==> src/rtl/uartf_pkg.sv <==
package uartf_pkg;
  typedef enum logic [1:0] {
    REG_DATA = 2'd0,
    REG_STAT = 2'd1,
    REG_DIVH = 2'd2,
    REG_DIVL = 2'd3
  } reg_sel_e;

  localparam int FRAC_W   = 6;
  localparam int OVS      = 16;
  localparam int ST_RXE   = 4;
  localparam int ST_TXF   = 5;
  localparam int FRAME_BITS = 10;
endpackage

==> src/rtl/uartf_fifo.sv <==
module uartf_fifo #(
  parameter int DEPTH = 32,
  parameter int W     = 8
) (
  input  logic         clk,
  input  logic         rst_n,
  input  logic         push,
  input  logic [W-1:0] din,
  input  logic         pop,
  output logic [W-1:0] dout,
  output logic         empty,
  output logic         full
);
  localparam int AW = $clog2(DEPTH);

  logic [W-1:0]  mem [DEPTH];
  logic [AW-1:0] wp, rp;
  logic [AW:0]   cnt;
  logic          do_push, do_pop;

  assign empty   = (cnt == '0);
  assign full    = (cnt == (AW+1)'(DEPTH));
  assign do_push = push && !full;
  assign do_pop  = pop && !empty;
  assign dout    = mem[rp];

  always_ff @(posedge clk) begin
    if (do_push) mem[wp] <= din;
  end

  always_ff @(posedge clk or negedge rst_n) begin
    if (!rst_n) begin
      wp  <= '0;
      rp  <= '0;
      cnt <= '0;
    end else begin
      if (do_push) wp <= (wp == AW'(DEPTH-1)) ? '0 : wp + 1'b1;
      if (do_pop)  rp <= (rp == AW'(DEPTH-1)) ? '0 : rp + 1'b1;
      if (do_push && !do_pop)      cnt <= cnt + 1'b1;
      else if (do_pop && !do_push) cnt <= cnt - 1'b1;
    end
  end
endmodule

==> src/rtl/uartf_baud.sv <==
module uartf_baud #(
  parameter int DIV_W = 22,
  parameter int OVS   = 16
) (
  input  logic             clk,
  input  logic             rst_n,
  input  logic [DIV_W-1:0] div,
  input  logic             restart,
  output logic             tick
);
  localparam int AW = DIV_W + 1;

  logic [AW-1:0] acc, eff, sum;

  assign eff = (div < DIV_W'(OVS)) ? AW'(OVS) : {1'b0, div};
  assign sum = acc + AW'(OVS);

  always_ff @(posedge clk or negedge rst_n) begin
    if (!rst_n) begin
      acc  <= '0;
      tick <= 1'b0;
    end else if (restart) begin
      acc  <= '0;
      tick <= 1'b0;
    end else if (sum >= eff) begin
      acc  <= sum - eff;
      tick <= 1'b1;
    end else begin
      acc  <= sum;
      tick <= 1'b0;
    end
  end
endmodule

==> src/rtl/uartf_tx.sv <==
module uartf_tx #(
  parameter int OVS = 16
) (
  input  logic       clk,
  input  logic       rst_n,
  input  logic       tick,
  input  logic       fifo_empty,
  input  logic [7:0] fifo_data,
  output logic       fifo_pop,
  output logic       txd
);
  localparam int CW = $clog2(OVS);

  logic [9:0]    sh;
  logic [3:0]    bitn;
  logic [CW-1:0] cnt;
  logic          busy, bit_end, last, load;

  assign bit_end  = busy && tick && (cnt == CW'(OVS-1));
  assign last     = bit_end && (bitn == 4'd9);
  assign load     = tick && (!busy || last) && !fifo_empty;
  assign fifo_pop = load;
  assign txd      = sh[0];

  always_ff @(posedge clk or negedge rst_n) begin
    if (!rst_n) begin
      sh   <= '1;
      bitn <= '0;
      cnt  <= '0;
      busy <= 1'b0;
    end else if (load) begin
      sh   <= {1'b1, fifo_data, 1'b0};
      bitn <= '0;
      cnt  <= '0;
      busy <= 1'b1;
    end else if (busy && tick) begin
      if (bit_end) begin
        cnt <= '0;
        sh  <= {1'b1, sh[9:1]};
        if (last) busy <= 1'b0;
        else      bitn <= bitn + 1'b1;
      end else begin
        cnt <= cnt + 1'b1;
      end
    end
  end
endmodule

==> src/rtl/uartf_rx.sv <==
module uartf_rx #(
  parameter int OVS = 16
) (
  input  logic       clk,
  input  logic       rst_n,
  input  logic       tick,
  input  logic       rxd,
  output logic       push,
  output logic [7:0] data
);
  localparam int CW   = $clog2(OVS);
  localparam int HALF = OVS/2 - 1;

  typedef enum logic [1:0] {RX_IDLE, RX_START, RX_DATA, RX_STOP} rx_st_e;

  rx_st_e        st;
  logic [1:0]    sync;
  logic          rs;
  logic [CW-1:0] cnt;
  logic [2:0]    bitn;
  logic          full_bit;

  assign rs       = sync[1];
  assign full_bit = tick && (cnt == CW'(OVS-1));

  always_ff @(posedge clk or negedge rst_n) begin
    if (!rst_n) sync <= 2'b11;
    else        sync <= {sync[0], rxd};
  end

  always_ff @(posedge clk or negedge rst_n) begin
    if (!rst_n) begin
      st   <= RX_IDLE;
      cnt  <= '0;
      bitn <= '0;
      data <= '0;
      push <= 1'b0;
    end else begin
      push <= 1'b0;
      if (tick) begin
        case (st)
          RX_IDLE: begin
            cnt <= '0;
            if (!rs) st <= RX_START;
          end
          RX_START: begin
            if (cnt == CW'(HALF)) begin
              cnt  <= '0;
              bitn <= '0;
              st   <= rs ? RX_IDLE : RX_DATA;
            end else begin
              cnt <= cnt + 1'b1;
            end
          end
          RX_DATA: begin
            cnt <= cnt + 1'b1;
            if (full_bit) begin
              data <= {rs, data[7:1]};
              bitn <= bitn + 1'b1;
              if (bitn == 3'd7) st <= RX_STOP;
            end
          end
          default: begin
            cnt <= cnt + 1'b1;
            if (full_bit) begin
              push <= rs;
              st   <= RX_IDLE;
            end
          end
        endcase
      end
    end
  end
endmodule

==> src/rtl/uartf_top.sv <==
module uartf_top
  import uartf_pkg::*;
#(
  parameter int DW    = 16,
  parameter int DEPTH = 32
) (
  input  logic          clk,
  input  logic          rst_n,
  input  logic          bus_sel,
  input  logic          bus_we,
  input  logic [1:0]    bus_addr,
  input  logic [DW-1:0] bus_wdata,
  output logic [DW-1:0] bus_rdata,
  input  logic          rxd,
  output logic          txd
);
  localparam int DIV_W = DW + FRAC_W;

  logic [DW-1:0]     div_hi;
  logic [FRAC_W-1:0] div_lo;
  logic [DIV_W-1:0]  div;
  logic              wr, rd, div_wr, tick;
  logic              tx_push, tx_pop, tx_empty, tx_full;
  logic [7:0]        tx_data;
  logic              rx_push, rx_pop, rx_empty, rx_full_unused;
  logic [7:0]        rx_data, rx_head;
  reg_sel_e          sel;

  assign sel     = reg_sel_e'(bus_addr);
  assign wr      = bus_sel && bus_we;
  assign rd      = bus_sel && !bus_we;
  assign div_wr  = wr && (sel == REG_DIVH || sel == REG_DIVL);
  assign tx_push = wr && (sel == REG_DATA);
  assign rx_pop  = rd && (sel == REG_DATA);
  assign div     = {div_hi, div_lo};

  always_ff @(posedge clk or negedge rst_n) begin
    if (!rst_n) begin
      div_hi <= DW'(1);
      div_lo <= '0;
    end else if (wr) begin
      if (sel == REG_DIVH) div_hi <= bus_wdata;
      if (sel == REG_DIVL) div_lo <= bus_wdata[FRAC_W-1:0];
    end
  end

  always_comb begin
    bus_rdata = '0;
    case (sel)
      REG_DATA: if (!rx_empty) bus_rdata[7:0] = rx_head;
      REG_STAT: begin
        bus_rdata[ST_RXE] = rx_empty;
        bus_rdata[ST_TXF] = tx_full;
      end
      REG_DIVH: bus_rdata = div_hi;
      default:  bus_rdata[FRAC_W-1:0] = div_lo;
    endcase
  end

  uartf_baud #(.DIV_W(DIV_W), .OVS(OVS)) u_baud (
    .clk(clk), .rst_n(rst_n), .div(div), .restart(div_wr), .tick(tick)
  );

  uartf_fifo #(.DEPTH(DEPTH), .W(8)) u_txq (
    .clk(clk), .rst_n(rst_n), .push(tx_push), .din(bus_wdata[7:0]),
    .pop(tx_pop), .dout(tx_data), .empty(tx_empty), .full(tx_full)
  );

  uartf_tx #(.OVS(OVS)) u_tx (
    .clk(clk), .rst_n(rst_n), .tick(tick), .fifo_empty(tx_empty),
    .fifo_data(tx_data), .fifo_pop(tx_pop), .txd(txd)
  );

  uartf_rx #(.OVS(OVS)) u_rx (
    .clk(clk), .rst_n(rst_n), .tick(tick), .rxd(rxd),
    .push(rx_push), .data(rx_data)
  );

  uartf_fifo #(.DEPTH(DEPTH), .W(8)) u_rxq (
    .clk(clk), .rst_n(rst_n), .push(rx_push), .din(rx_data),
    .pop(rx_pop), .dout(rx_head), .empty(rx_empty), .full(rx_full_unused)
  );
endmodule

==> config.mk <==
export PLATFORM = sky130hd
export DESIGN_NAME = uartf_top
export DESIGN_NICKNAME = d
export VERILOG_FILES = /design/src/rtl/uartf_pkg.sv /design/src/rtl/uartf_fifo.sv /design/src/rtl/uartf_baud.sv /design/src/rtl/uartf_tx.sv /design/src/rtl/uartf_rx.sv /design/src/rtl/uartf_top.sv
export SDC_FILE = /design/constraint.sdc
export NUM_CORES = 1
export LEC_CHECK = 0
export CAP_MARGIN = 20
export CORE_ASPECT_RATIO = 1.5
export CORE_MARGIN = 2
export CORE_UTILIZATION = 55
export DETAILED_ROUTE_END_ITERATION = 10
export HOLD_SLACK_MARGIN = 0.1
export PLACE_DENSITY_LB_ADDON = 0.15
export SLEW_MARGIN = 20
export SYNTH_ARGS = -nofsm -noshare
export SYNTH_HDL_FRONTEND = slang
export SYNTH_HIERARCHICAL = 1
export SYNTH_SLANG_ARGS = --single-unit
==> constraint.sdc <==
create_clock -name clk -period 5.35 [get_ports clk]
set_clock_uncertainty 0.15 [all_clocks]
set_input_delay 1.07 -clock clk [delete_from_list [all_inputs] [get_ports clk]]
set_output_delay 1.07 -clock clk [all_outputs]
set_load 0.03 [all_outputs]
==> results.md <==
| Metric | Reported |
|:---|:---|
| Period minus WS final | 5.06 ns |
| Fmax | 0.198 GHz |
| P per Cell Area | 468 nW/µm² |
| Uppermost routed layer | met4 |
| Total of warnings raised by yosys | 6 |
| Hold Violations, Final | 0 |
| Max incr delay on CP | 0.66 ns |
| Max VDD drop | 0.318 mV |
| Leakage power of the design | 10.7 nW |
| Die width | 187 µm |
| H-tree depth | 2 |
| # rows | 100 |
| Clock latency reported for the late side of the worst-skew pair | 0.59 ns |
| Unrepaired setup endpoints after global routing | false |
| Met1 layer wirelength in the final routing | 22900 µm |
| Iteration-0 DRC Markers | 1168 |
| Number of cells on the worst reg-to-reg path | 16 |
| Routed length on met3 | 2490 µm |
| Starting density of the core | 55.7% |
| Residual overflow from global routing | 0 |
| Detailed placer's ending HPWL | 41000 µm |
| Average vias per placed instance | 6.09 |
| Num CTS Buffers | 58 |
| Startpoint kind of the worst setup timing path | register |
| RD Place Congestion | 0.865 |
| Remaining max-slew budget at the tightest pin | 26.3% |
| Clock root buffer | clkbuf_16 |
| Routed wirelength normalized by instance count | 24.7 µm |
| Data arrival at the endpoint of the critical path | 3.84 ns |
| Sink of the worst hold path | u_rx/sync[1] |
| CP cell instances | mux4_1 -> a22o_1 -> a2111oi_1 -> buf_4 -> a21oi_1 -> nor2b_1 -> a22o_1 -> clkdlybuf4s50_1 |
| Data required time at the worst endpoint | 4.13 ns |
| Maximum root-to-sink buffer count | 3 |
| Fraction of final layout cells with drive strength greater than 1 | 18.2% |
| Library cell appearing most often on the critical path | a22o_1 |
| Worst Tran Pin Value | 1.10 ns |
| Vias in the first global route | 15900 |
| Maximum capacitance violations | 0 |
| Final Net Count | 1852 |
| Worst-case register-to-register setup slack | 0.75 ns |
| Met2 WL post-DR | 32800 µm |
| Maximum number of pins on one net before global-route repair | 81 |
| Via Count | 15100 |
| Number of inserted filler cells in the final layout | 3677 |
| Global-route wire length before repair | 93800 µm |
| Area of the mapped netlist | 27600 µm² |
| Path type of the worst setup path | reg2out |
| Outcome | finished clean |
| Critical Path Slowest Stage Cell | dfrtp_4 |
| Standard cell area after detailed placement | 28600 µm² |
| Count of antenna diodes in the layout | 0 |
| Instance count of the mapped netlist | 1712 |
| Y dimension of the die | 279 µm |
| Share of the cycle needed by the critical path after routing | 94.6% |
| Floorplan die area | 52100 µm² |
| Launch instance of the worst min-delay path | u_rx/sync[0] |
| Initial antenna violation count | 0 |
| Core Area | 49700 µm² |
| Multi-input gate area in the final layout | 8610 µm² |
| Final TNS setup | 0 ns |
| Number of routed nets with antenna violations | 0 |
| Final-report max-slew violation count | 0 |
| Clock slew at the register clock pins of the worst setup and hold paths | 0.06 ns |
| Num Clock Sinks | 628 |
| Relative area change from synthesis to final layout | 10.9% |
| Routed wire length | 61400 µm |
| Total setup violations reported at the end of the flow | 0 |
| Syn_nets | 1793 |
| Remaining DRCs | 0 |
| Critical path fanouts, max | 16 |
| Overall fraction of global-route tracks in use | 23.8% |
| Number of I/O port buffers | 39 |
| Type of the tightest min-delay check | reg2reg |
| Reg-to-Reg Start | u_baud/acc[6] |
| CTS tree | built |
| Critical path endpoint category | primary output |
| Cts-stage hold buffer count | 0 |
| Terminus of the critical flop-to-flop path | u_baud/acc[2] |
| Storage element area | 18300 µm² |
| Number of cells on the worst hold path | 0 |
| Average size of a mapped cell | 16.2 µm² |
| I/O pin cnt | 40 |
| DRT Pass-1 Iters | 5 |
| Final Cell Area | 30700 µm² |
stage by stage:
step	utilization, %	cells	hold WS, ns	power [W]	worst slack, ns
after CTS	61.6	2480	0.208	0.0144	0.108
after global routing	61.7	2482	0.211	0.0151	0.144
after global placement	57.7	2372	0.196	0.0101	0.733
final	61.7	2482	0.207	0.0144	0.288
after floorplan	-	1712	0.195	0.00928	1.63
after detailed placement	57.7	2372	0.199	0.0102	0.745
worst max-delay path: cells and delay by family, from the launching register on:
family / cells / cell delay [ns]
AND/OR/NAND/NOR: 1 / 0.13
flip-flops: 1 / 0.66
buffers and inverters: 2 / 0.83
AO/OA/AOI/OAI: 4 / 1.03
multiplexers: 1 / 0.60
report_power, final:
| group | internal (W) | total, W | switching, W |
|---|---|---|---|
| logic | 0.00186 | 0.00403 | 0.00216 |
| clock network | 0.00244 | 0.00422 | 0.00178 |
| registers | 0.00561 | 0.00611 | 0.000502 |
layout make-up:
type	instances	area share, %
multi-input combinational	952	28.1
clock inverter	39	1.37
sequential	628	59.7
timing repair buffer	80	2.50
clock buffer	69	5.00
tap	663	2.71
inverter	51	0.628
layout by cell type (no fill, tap or decap), types with 11 or more instances in the layout:
| master | count |
|---|---|
| dfstp_2 | 12 |
| mux2_4 | 18 |
| ha_1 | 55 |
| inv_1 | 48 |
| mux4_2 | 89 |
| mux2i_1 | 93 |
| mux2_2 | 17 |
| nand2b_1 | 11 |
| nand3_1 | 29 |
| a21oi_1 | 64 |
| buf_4 | 38 |
| o21ai_0 | 34 |
| clkbuf_16 | 59 |
| nor3_1 | 14 |
| and2_1 | 13 |
| clkinv_2 | 15 |
| xor2_1 | 16 |
| nor2b_1 | 20 |
| and3_1 | 15 |
| xnor2_1 | 26 |
| nand3b_1 | 17 |
| clkdlybuf4s50_1 | 35 |
| a22oi_1 | 19 |
| nor2_1 | 107 |
| a22o_1 | 21 |
| nand2_1 | 59 |
| dfrtp_1 | 96 |
| a21o_1 | 12 |
| o22ai_1 | 19 |
| edfxtp_1 | 512 |
| o221ai_1 | 16 |
timing repair:
item	in CTS	in global routing
resized for setup	0	2
buffers inserted	0	1
endpoints found under the setup margin	0	2
routing by layer:
metal  vias to the layer above  GRT usage (%)
met5                         -              0
met3                       140           2.66
met2                       420           44.1
met4                         0           11.7
li1                       6841              -
met1                      7725           27.2
worst max path at each step:
stage / startpoint / end / slack, ns / cells after the start
after CTS: u_rxq/rp[0] / bus_rdata[0] / 0.11 / 8
after detailed placement: u_rxq/rp[0] / bus_rdata[0] / 0.74 / 8
final: u_rxq/rp[0] / bus_rdata[2] / 0.29 / 8
after global placement: u_rxq/rp[0] / bus_rdata[1] / 0.73 / 7
after floorplan: div_hi[7] / u_baud/acc[18] / 1.63 / 14
after global routing: u_rxq/rp[0] / bus_rdata[0] / 0.14 / 8
registers in the layout (all words and copies together), names as in the netlist:
signal / cells
u_tx/bitn: 4
u_rx/st: 2
u_rxq/mem: 256
u_rx/push: 1
u_txq/mem: 256
div_lo: 6
u_txq/wp: 5
u_rx/data: 8
u_tx/sh: 9
u_tx/busy: 1
u_baud/acc: 23
u_txq/cnt: 6
u_rx/cnt: 4
u_baud/tick: 1
u_txq/rp: 5
div_hi: 16
u_rxq/rp: 5
u_rxq/cnt: 6
u_rx/bitn: 3
u_tx/cnt: 4
u_rx/sync: 2
u_rxq/wp: 5
Power figures use the tool's default switching activity.
